## src/rtl/pkt_pkg.sv

```systemverilog
package pkt_pkg;
  localparam int PKT_BYTES   = 12;
  localparam int SENSE_BYTES = 10;
  localparam int ID_BYTES    = 32;
  localparam int IDX_W       = $clog2(ID_BYTES);

  localparam logic [7:0] ST_ERR   = 8'h51;
  localparam logic [7:0] ST_READY = 8'h50;
  localparam logic [7:0] ST_DATA  = 8'h58;
  localparam logic [7:0] ST_BSY   = 8'h80;
  localparam logic [7:0] ST_CHK   = 8'h01;
  localparam logic [7:0] CNT_IO   = 8'h02;
  localparam logic [7:0] CNT_DONE = 8'h03;

  typedef enum logic [1:0] {SQ_IDLE, SQ_REQ, SQ_ACK, SQ_XFER} seq_state_t;

  // identification table entry k
  function automatic logic [7:0] id_byte(input logic [IDX_W-1:0] k);
    return {k, 3'b101} ^ 8'h5A;
  endfunction

  function automatic logic [7:0] clamp_len(input logic [7:0] want, input logic [7:0] lim);
    return (want > lim) ? lim : want;
  endfunction

  function automatic logic [7:0] err_field(input logic [15:0] code);
    return {code[3:0], 4'h0};
  endfunction
endpackage

```

## src/rtl/pkt_result.sv

```systemverilog
module pkt_result import pkt_pkg::*; (
  input  logic        clk,
  input  logic        rst_n,
  input  logic        rep_v,
  input  logic [15:0] rep_code,
  input  logic        lba_v,
  input  logic [23:0] lba,
  input  logic        rd_v,
  input  logic        done_v,
  input  logic        busy_v,
  output logic [SENSE_BYTES*8-1:0] sense_flat,
  output logic [7:0]  status,
  output logic [7:0]  error,
  output logic [7:0]  count,
  output logic        irq,
  output logic        res_v,
  output logic [15:0] res_code
);
  logic [7:0] sense_q [SENSE_BYTES];
  logic [7:0] status_d;
  logic       rep_bad;

  assign rep_bad = rep_v && (rep_code != 16'h0);

  always_comb begin
    status_d = status;
    if (rep_bad)      status_d = ST_ERR;
    else if (rd_v)    status_d = ST_DATA;
    else if (done_v)  status_d = ST_READY;
    else if (rep_v)   status_d = status & ~(ST_BSY | ST_CHK);
    else if (busy_v)  status_d = status | ST_BSY;
  end

  always_ff @(posedge clk) begin
    if (!rst_n) begin
      for (int i = 0; i < SENSE_BYTES; i++) sense_q[i] <= '0;
      status   <= '0;
      error    <= '0;
      count    <= '0;
      irq      <= 1'b0;
      res_v    <= 1'b0;
      res_code <= '0;
    end else begin
      if (rep_v) begin
        sense_q[0] <= 8'hF0;
        sense_q[2] <= rep_code[7:0];
        sense_q[8] <= rep_code[15:8];
        error      <= err_field(rep_code);
      end
      if (lba_v) begin
        sense_q[5] <= lba[23:16];
        sense_q[6] <= lba[15:8];
        sense_q[7] <= lba[7:0];
      end
      if (rd_v)       count <= CNT_IO;
      else if (rep_v) count <= CNT_DONE;
      status   <= status_d;
      irq      <= rep_bad || rd_v || done_v;
      res_v    <= rep_v;
      res_code <= rep_code;
    end
  end

  for (genvar g = 0; g < SENSE_BYTES; g++) begin : g_flat
    assign sense_flat[8*g +: 8] = sense_q[g];
  end

  // a reported code lands in the sense bytes
  p_sense_map_r2: assert property (@(posedge clk) disable iff (!rst_n)
    res_v |-> (sense_flat[7:0] == 8'hF0) && (sense_flat[23:16] == res_code[7:0])
              && (sense_flat[71:64] == res_code[15:8]));
  // nonzero result gives error status and an interrupt
  p_err_status_r3: assert property (@(posedge clk) disable iff (!rst_n)
    (res_v && res_code != 16'h0) |-> (status == ST_ERR) && irq);
  // data-in start shows the data status
  p_read_status_r12: assert property (@(posedge clk) disable iff (!rst_n)
    rd_v |=> (count == CNT_IO) && irq);
endmodule

```

## src/rtl/pkt_seq.sv

```systemverilog
module pkt_seq import pkt_pkg::*; #(
  parameter int LEN_W = 12
) (
  input  logic             clk,
  input  logic             rst_n,
  input  logic             start,
  input  logic [23:0]      st_lba,
  input  logic [23:0]      st_cnt,
  input  logic [7:0]       st_mode,
  output logic             req_valid,
  input  logic             req_ready,
  output logic [23:0]      req_lba,
  output logic [7:0]       req_mode,
  input  logic             ack_valid,
  input  logic [15:0]      ack_status,
  input  logic [LEN_W-1:0] ack_len,
  input  logic             xfer_done,
  output logic             ev_read,
  output logic [LEN_W-1:0] ev_len,
  output logic             ev_fail,
  output logic [15:0]      ev_code,
  output logic [23:0]      ev_lba,
  output logic             busy
);
  seq_state_t st;
  logic [23:0] lba_q, left_q;
  logic [7:0]  mode_q;
  logic        ack_take;

  assign req_valid = (st == SQ_REQ);
  assign req_lba   = lba_q;
  assign req_mode  = mode_q;
  assign ack_take  = (st == SQ_ACK) && ack_valid;
  assign ev_read   = ack_take && (ack_status == 16'h0);
  assign ev_fail   = ack_take && (ack_status != 16'h0);
  assign ev_len    = ack_len;
  assign ev_code   = ack_status;
  assign ev_lba    = lba_q;
  assign busy      = (st != SQ_IDLE);

  always_ff @(posedge clk) begin
    if (!rst_n) begin
      st     <= SQ_IDLE;
      lba_q  <= '0;
      left_q <= '0;
      mode_q <= '0;
    end else begin
      unique case (st)
        SQ_IDLE: if (start && st_cnt != 24'h0) begin
          lba_q  <= st_lba;
          left_q <= st_cnt;
          mode_q <= st_mode;
          st     <= SQ_REQ;
        end
        SQ_REQ: if (req_ready) st <= SQ_ACK;
        SQ_ACK: if (ack_valid) begin
          if (ack_status == 16'h0) begin
            lba_q  <= lba_q + 24'd1;
            left_q <= left_q - 24'd1;
            st     <= SQ_XFER;
          end else begin
            st <= SQ_IDLE;
          end
        end
        SQ_XFER: if (xfer_done) st <= (left_q == 24'h0) ? SQ_IDLE : SQ_REQ;
        default: st <= SQ_IDLE;
      endcase
    end
  end

  // a good sector steps the address and the count
  p_lba_step_r10: assert property (@(posedge clk) disable iff (!rst_n)
    ev_read |=> (lba_q == $past(lba_q) + 24'd1) && (left_q == $past(left_q) - 24'd1));
  // a pending request holds its address
  p_req_hold_r9: assert property (@(posedge clk) disable iff (!rst_n)
    (req_valid && !req_ready) |=> req_valid && $stable(req_lba));
  // a failure ends the sequence
  p_fail_stop_r11: assert property (@(posedge clk) disable iff (!rst_n)
    ev_fail |=> !busy);
endmodule

```

## src/rtl/atapi_pkt_decoder.sv

```systemverilog
module atapi_pkt_decoder import pkt_pkg::*; #(
  parameter int          LEN_W        = 12,
  parameter logic [7:0]  OP_TEST      = 8'h00,
  parameter logic [7:0]  OP_SENSE     = 8'h13,
  parameter logic [7:0]  OP_IDENT     = 8'h11,
  parameter logic [7:0]  OP_PLAY      = 8'h20,
  parameter logic [7:0]  OP_READ      = 8'h30,
  parameter logic [7:0]  OP_SPIN      = 8'h70,
  parameter logic [15:0] RES_RESET    = 16'h2906,
  parameter logic [15:0] RES_NODISC   = 16'h3A02,
  parameter logic [15:0] RES_BADCMD   = 16'h2005,
  parameter logic [15:0] RES_BADFIELD = 16'h2405
) (
  input  logic                 clk,
  input  logic                 rst_n,
  input  logic                 pkt_valid,
  input  logic [PKT_BYTES*8-1:0] pkt_bytes,
  output logic                 pkt_ready,
  input  logic                 media_present,
  output logic [7:0]           status_o,
  output logic [7:0]           error_o,
  output logic [7:0]           count_o,
  output logic                 irq_o,
  output logic                 res_valid,
  output logic [15:0]          res_code,
  output logic                 rd_start,
  output logic [LEN_W-1:0]     rd_len,
  output logic                 rd_from_media,
  input  logic [IDX_W-1:0]     xfer_idx,
  output logic [7:0]           xfer_byte,
  input  logic                 xfer_done,
  output logic                 sec_req_valid,
  input  logic                 sec_req_ready,
  output logic [23:0]          sec_req_lba,
  output logic [7:0]           sec_req_mode,
  input  logic                 sec_ack_valid,
  input  logic [15:0]          sec_ack_status,
  input  logic [LEN_W-1:0]     sec_ack_len
);
  logic [7:0] b [PKT_BYTES];
  for (genvar g = 0; g < PKT_BYTES; g++) begin : g_unpack
    assign b[g] = pkt_bytes[8*g +: 8];
  end

  logic unused_bytes;
  assign unused_bytes = ^{b[5], b[6], b[7], b[11]};

  logic             seq_busy, ev_read, ev_fail;
  logic [LEN_W-1:0] ev_len;
  logic [15:0]      ev_code;
  logic [23:0]      ev_lba, blk_lba, blk_cnt;
  logic             accept, attn_q, gate, needs_media;
  logic             rep_v, done_v, rd_v, seq_go, clr_attn, snap_en, id_en;
  logic [15:0]      rep_code_d;
  logic [LEN_W-1:0] rd_len_d;
  logic [SENSE_BYTES*8-1:0] sense_flat;
  logic [7:0]       snap_q [SENSE_BYTES];
  logic [IDX_W-1:0] off_q;
  logic             src_sense_q;

  assign pkt_ready   = !seq_busy;
  assign accept      = pkt_valid && pkt_ready;
  assign gate        = attn_q && (b[0] != OP_SENSE);
  assign needs_media = (b[0] == OP_TEST) || (b[0] == OP_PLAY) ||
                       (b[0] == OP_SPIN) || (b[0] == OP_READ);
  assign blk_lba     = {b[2], b[3], b[4]};
  assign blk_cnt     = {b[8], b[9], b[10]};

  always_comb begin
    rep_v = 1'b0; rep_code_d = '0; done_v = 1'b0; rd_v = 1'b0; rd_len_d = '0;
    seq_go = 1'b0; clr_attn = 1'b0; snap_en = 1'b0; id_en = 1'b0;
    if (accept) begin
      if (gate) begin
        rep_v = 1'b1; rep_code_d = RES_RESET; clr_attn = 1'b1;
      end else if (b[0] == OP_SENSE) begin
        rep_v = 1'b1; rd_v = 1'b1; snap_en = 1'b1;
        rd_len_d = LEN_W'(clamp_len(b[4], 8'(SENSE_BYTES)));
      end else if (b[0] == OP_IDENT) begin
        rep_v = 1'b1;
        if (b[2] >= 8'(ID_BYTES)) rep_code_d = RES_BADFIELD;
        else begin
          rd_v = 1'b1; id_en = 1'b1;
          rd_len_d = LEN_W'(clamp_len(b[4], 8'(ID_BYTES) - b[2]));
        end
      end else if (needs_media && !media_present) begin
        rep_v = 1'b1; rep_code_d = RES_NODISC;
      end else if (b[0] == OP_READ) begin
        if (blk_cnt == 24'h0) begin rep_v = 1'b1; done_v = 1'b1; end
        else seq_go = 1'b1;
      end else if (needs_media) begin
        rep_v = 1'b1; done_v = 1'b1;
      end else begin
        rep_v = 1'b1; rep_code_d = RES_BADCMD;
      end
    end
  end

  pkt_seq #(.LEN_W(LEN_W)) u_seq (
    .clk(clk), .rst_n(rst_n), .start(seq_go), .st_lba(blk_lba), .st_cnt(blk_cnt),
    .st_mode(b[1]), .req_valid(sec_req_valid), .req_ready(sec_req_ready),
    .req_lba(sec_req_lba), .req_mode(sec_req_mode), .ack_valid(sec_ack_valid),
    .ack_status(sec_ack_status), .ack_len(sec_ack_len), .xfer_done(xfer_done),
    .ev_read(ev_read), .ev_len(ev_len), .ev_fail(ev_fail), .ev_code(ev_code),
    .ev_lba(ev_lba), .busy(seq_busy)
  );

  pkt_result u_res (
    .clk(clk), .rst_n(rst_n), .rep_v(rep_v || ev_fail),
    .rep_code(ev_fail ? ev_code : rep_code_d), .lba_v(ev_fail), .lba(ev_lba),
    .rd_v(rd_v || ev_read), .done_v(done_v), .busy_v(seq_go),
    .sense_flat(sense_flat), .status(status_o), .error(error_o), .count(count_o),
    .irq(irq_o), .res_v(res_valid), .res_code(res_code)
  );

  always_ff @(posedge clk) begin
    if (!rst_n) begin
      attn_q        <= 1'b1;
      rd_start      <= 1'b0;
      rd_len        <= '0;
      rd_from_media <= 1'b0;
      off_q         <= '0;
      src_sense_q   <= 1'b0;
      for (int i = 0; i < SENSE_BYTES; i++) snap_q[i] <= '0;
    end else begin
      if (clr_attn) attn_q <= 1'b0;
      rd_start <= rd_v || ev_read;
      if (rd_v) begin
        rd_len <= rd_len_d; rd_from_media <= 1'b0;
      end else if (ev_read) begin
        rd_len <= ev_len;   rd_from_media <= 1'b1;
      end
      if (id_en) begin
        off_q <= b[2][IDX_W-1:0]; src_sense_q <= 1'b0;
      end
      if (snap_en) begin
        src_sense_q <= 1'b1;
        for (int i = 0; i < SENSE_BYTES; i++) snap_q[i] <= sense_flat[8*i +: 8];
      end
    end
  end

  always_comb begin
    xfer_byte = '0;
    if (src_sense_q) begin
      for (int i = 0; i < SENSE_BYTES; i++)
        if (xfer_idx == IDX_W'(i)) xfer_byte = snap_q[i];
    end else begin
      xfer_byte = id_byte(off_q + xfer_idx);
    end
  end

  // a gated packet reports the reset code and nothing else
  p_unit_att_r4: assert property (@(posedge clk) disable iff (!rst_n)
    (accept && gate) |=> res_valid && (res_code == RES_RESET) && !rd_start);
  // table transfers never exceed the table
  p_len_cap_r6: assert property (@(posedge clk) disable iff (!rst_n)
    (rd_start && !rd_from_media) |-> (rd_len <= LEN_W'(ID_BYTES)));
  // immediate completion has no data phase
  p_quiet_done_r8: assert property (@(posedge clk) disable iff (!rst_n)
    (accept && !gate && media_present && (b[0] == OP_TEST || b[0] == OP_SPIN)) |=>
      res_valid && !rd_start && (status_o == ST_READY));
  // the sequencer only requests media while the port is closed
  p_busy_req_r9: assert property (@(posedge clk) disable iff (!rst_n)
    sec_req_valid |-> !pkt_ready);
endmodule

```

## config.mk

```make
export PLATFORM = sky130hd
export DESIGN_NAME = atapi_pkt_decoder
export DESIGN_NICKNAME = d
export VERILOG_FILES = /design/src/rtl/pkt_pkg.sv /design/src/rtl/pkt_result.sv /design/src/rtl/pkt_seq.sv /design/src/rtl/atapi_pkt_decoder.sv
export SDC_FILE = /design/constraint.sdc
export NUM_CORES = 1
export LEC_CHECK = 0
export CAP_MARGIN = 20
export CORE_MARGIN = 2
export CORE_UTILIZATION = 25
export CTS_CLUSTER_SIZE = 10
export DETAILED_ROUTE_END_ITERATION = 10
export SLEW_MARGIN = 10
export SYNTH_ARGS = -nofsm -noshare
export SYNTH_HDL_FRONTEND = slang
export SYNTH_SLANG_ARGS = --single-unit
```

## constraint.sdc

```tcl
create_clock -name clk -period 6.3 [get_ports clk]
set_input_delay 1.89 -clock clk [delete_from_list [all_inputs] [get_ports clk]]
set_output_delay 1.89 -clock clk [all_outputs]
set_load 0.01 [all_outputs]
```

==> out/summary.txt <==
Critical Path Source Type - input pin
CTS Hold Buffers Added - 0
post-route ant nets - 0
largest fanout on the critical path - 5
first-pass GRT wire length - 46,300 µm
grt ovf - 0
area share of xor/xnor cells in the synthesized design - 0.931%
FF-to-FF Start - u_seq.ev_lba[1]
Rel. slew slack - 27.0%
dpl cells - 1,631
Finished Layout Cells - 1,665
top cells by area, synth - edfxtp_1 (26%), dfxtp_1 (23%), and2_1 (5.4%)
Max Clock Skew - 0.0115 ns
CP cell instances - clkdlybuf4s50_1 -> or4b_2 -> nor2_1 -> a22oi_1 -> a31oi_1 -> clkdlybuf4s50_1
Worst Path Arrival - 4.36 ns
setup slack at placement - 0.0744 ns
crit path launch - xfer_idx[4]
P_leak - 4.42 nW
worst hold path type - reg -> reg
multi-input combinational cell area - 4490 µm²
most used cell, CP - clkdlybuf4s50_1
register area - 4590 µm²
io pins - 234
die area - 39,200 µm²
router iterations before antenna repair - 5
final setup vio count - 0
Worst VDD drop - 0.136 mV
Synth Area in Simple Gates - 23.3%
worst-path cell with the longest stage delay - or4b_2
crit share post-route - 99.2%
FMAX - 160 MHz
via count of the first global-routing pass - 8,158
Chip Height - 198 µm
total power draw - 2.64 mW
Slew Viols, Final - 0
Compound-Gate Fraction of Synth Area - 18.0%
Initial Util - 25.2%
Final Hold Viols - 0
P&R area growth vs syn - 31.6%
mux cell area share after synthesis - 2.48%
Critical R2R Capture - u_seq.ev_lba[14]
Std-Cell Rows - 71
Pwr Density - 213 nW/µm²
initial antenna violation count - 3
placed wire-length estimate - 22,200 µm
clock buffer depth - 2
placer congestion estimate - 0.878
FILL cells - 3,826
final setup margin - 0.0474 ns
Num CTS Buffers - 17
share of flip-flops with an asynchronous set or reset - 0%
H-tree depth - 4
final net count - 1,329
Vias - 8,260
HP Start - rd_len[9]
Fin Setup TNS - 0 ns
Root Buffer - clkbuf_16
drt drc - 0
drt via density - 4.96
layout cell share with drive strength beyond 1 - 7.06%
Finished Core Util - 33.2%
Worst R2R Path Depth - 6
Worst EP required - 4.41 ns
outcome - finished clean
Post-synth EDFFs - 81
worst skew pair latency - 0.44 ns
Worst Hold Depth - 2
largest net degree at the start of global routing - 98
Post-CTS Setup Bufs - 0
Yosys reg bits - 189
critical path class - in -> out
maxcap violations - 0
Post-Synth Adder-Cell Area - 2.21%
Port Buffers - 188
Hold EP - rd_len[9]
crit path time final - 6.25 ns
CTS tree - done
GRT Util Overall - 15.3%
Worst path max stage delay - 0.74 ns
R2R setup slack - 3.41 ns
unrepaired setup endpoints after global routing - true
Setup crit end kind - primary output
initial DRC count - 609
Synth cell types - 72
Mean Syn Cell Area - 9.31 µm²
Worst-Margin Slew - 1.09 ns
drt wl/cell - 18.0 µm
Syn Inst Count - 1,010
Yosys warning count - 0
Post-synth top flop - dfxtp_1
largest family of logic cells by synthesized area - simple AND/OR/NAND/NOR gates
final wirelength - 29,900 µm
CTS sink count - 189
Clk pin slew, worst setup/hold paths - 0.08 ns
post-synthesis cell area - 9400 µm²
sequential share of the synthesized area - 48.9%
Horiz. Die Dim - 198 µm
top-area cell type share of the netlist area - 25.9%
Core Area - 37,300 µm²
dominant cell type by area after synthesis - edfxtp_1
==> logic make-up after synthesis <==
kind of cell,count (synthesis)
compound gates,257
xor+xnor,10
fa+ha+maj,16
buf+inv,89
flops,189
mux,23
other cells,1
simple gates,425
==> stage by stage <==
| step | hold WS, ns | cell area [µm²] |
|---|---|---|
| after global placement | 0.436 | 11800 |
| after floorplan | 0.432 | 9450 |
| after detailed placement | 0.443 | 11800 |
| after CTS | 0.460 | 12400 |
| final | 0.455 | 12400 |
| after global routing | 0.478 | 12400 |
==> critical path, delay by kind of cell <==
kind / cells / cell delay, ns
AOI/OAI and AO/OA: 2 / 0.40
and+or+nand+nor: 2 / 1.07
buffers and inverters: 2 / 1.00
==> final cells by class <==
| cell class | count | area share (%) |
|---|---|---|
| timing repair buffer | 211 | 16.5 |
| multi-input combinational | 744 | 36.3 |
| sequential | 189 | 37.1 |
| antenna | 1 | 0.0202 |
| tap | 474 | 4.79 |
| clock inverter | 13 | 1.21 |
| inverter | 14 | 0.425 |
| clock buffer | 19 | 3.58 |
==> sequential cells by signal (all words and copies together) (netlist names), 2 cells and up <==
register and cells:
off_q 5, u_seq.ev_lba 24, u_res.sense_q 41, snap_q 41, u_seq.st 2, rd_len 12
u_res.status 4, u_res.res_code 16, u_res.count 2, u_seq.left_q 24, u_seq.req_mode 8, u_res.error 4
==> power breakdown <==
group | leakage, nW | switching (mW) | total [mW] | internal, mW
clock | 0.285 | 0.518 | 1.09 | 0.575
sequential | 1.72 | 0.0107 | 1.31 | 1.30
combinational | 2.41 | 0.118 | 0.232 | 0.114
==> how the worst max path moves through the flow <==
stage,to,depth (start not counted),slack [ns]
after floorplan,snap_q[0][6],4,0.30
after global placement,xfer_byte[3],6,0.11
after detailed placement,xfer_byte[3],6,0.07
after CTS,xfer_byte[3],6,0.07
after global routing,xfer_byte[6],9,-0.02
final,xfer_byte[3],6,0.05
==> what timing repair did <==
item	CTS	global route
hold endpoints to repair	0	0
endpoints found under the setup margin	0	3
resized for setup	0	0
==> per-layer routing <==
| metal | routed length [µm] | track usage [%] | share of wire [%] |
|---|---|---|---|
| met1 | 13500 | 20.1 | 45 |
| met4 | 996 | 6.71 | 3.3 |
| met5 | 30 | 0 | 0.10 |
| met2 | 13600 | 23.9 | 46 |
| met3 | 1740 | 3.56 | 5.8 |
==> layout by cell type, fill, tap and decap left out, types with 15 or more instances in the layout <==
cell type	Yosys	layout
nand3_1	26	26
nor2_1	99	99
buf_4	14	22
clkbuf_16	0	17
nor4_1	18	18
and2_1	81	81
nand2_1	92	92
mux2i_1	21	21
clkdlybuf4s50_1	0	187
edfxtp_1	81	81
nor3_1	27	26
dfxtp_1	108	108
o21ai_0	51	50
ha_1	15	15
a21oi_1	74	74
==> Yosys cell counts, types with 7 or more instances <==
| master | instances |
|---|---|
| o21a_1 | 10 |
| o21ai_0 | 51 |
| edfxtp_1 | 81 |
| buf_4 | 14 |
| a22oi_1 | 13 |
| a31oi_1 | 8 |
| xor2_1 | 8 |
| o31ai_1 | 10 |
| nand2_1 | 92 |
| nor2_1 | 99 |
| or4_1 | 9 |
| inv_1 | 13 |
| and2_1 | 81 |
| a211oi_1 | 14 |
| nand3_1 | 26 |
| nand4_1 | 12 |
| a21o_1 | 14 |
| nor3_1 | 27 |
| mux2i_1 | 21 |
| and3_1 | 14 |
| nor2b_1 | 7 |
| a21oi_1 | 74 |
| dfxtp_1 | 108 |
| nor4_1 | 18 |
| clkbuf_1 | 51 |
| nand2b_1 | 11 |
| ha_1 | 15 |
Note: power is estimated with default switching activity, not from simulation.
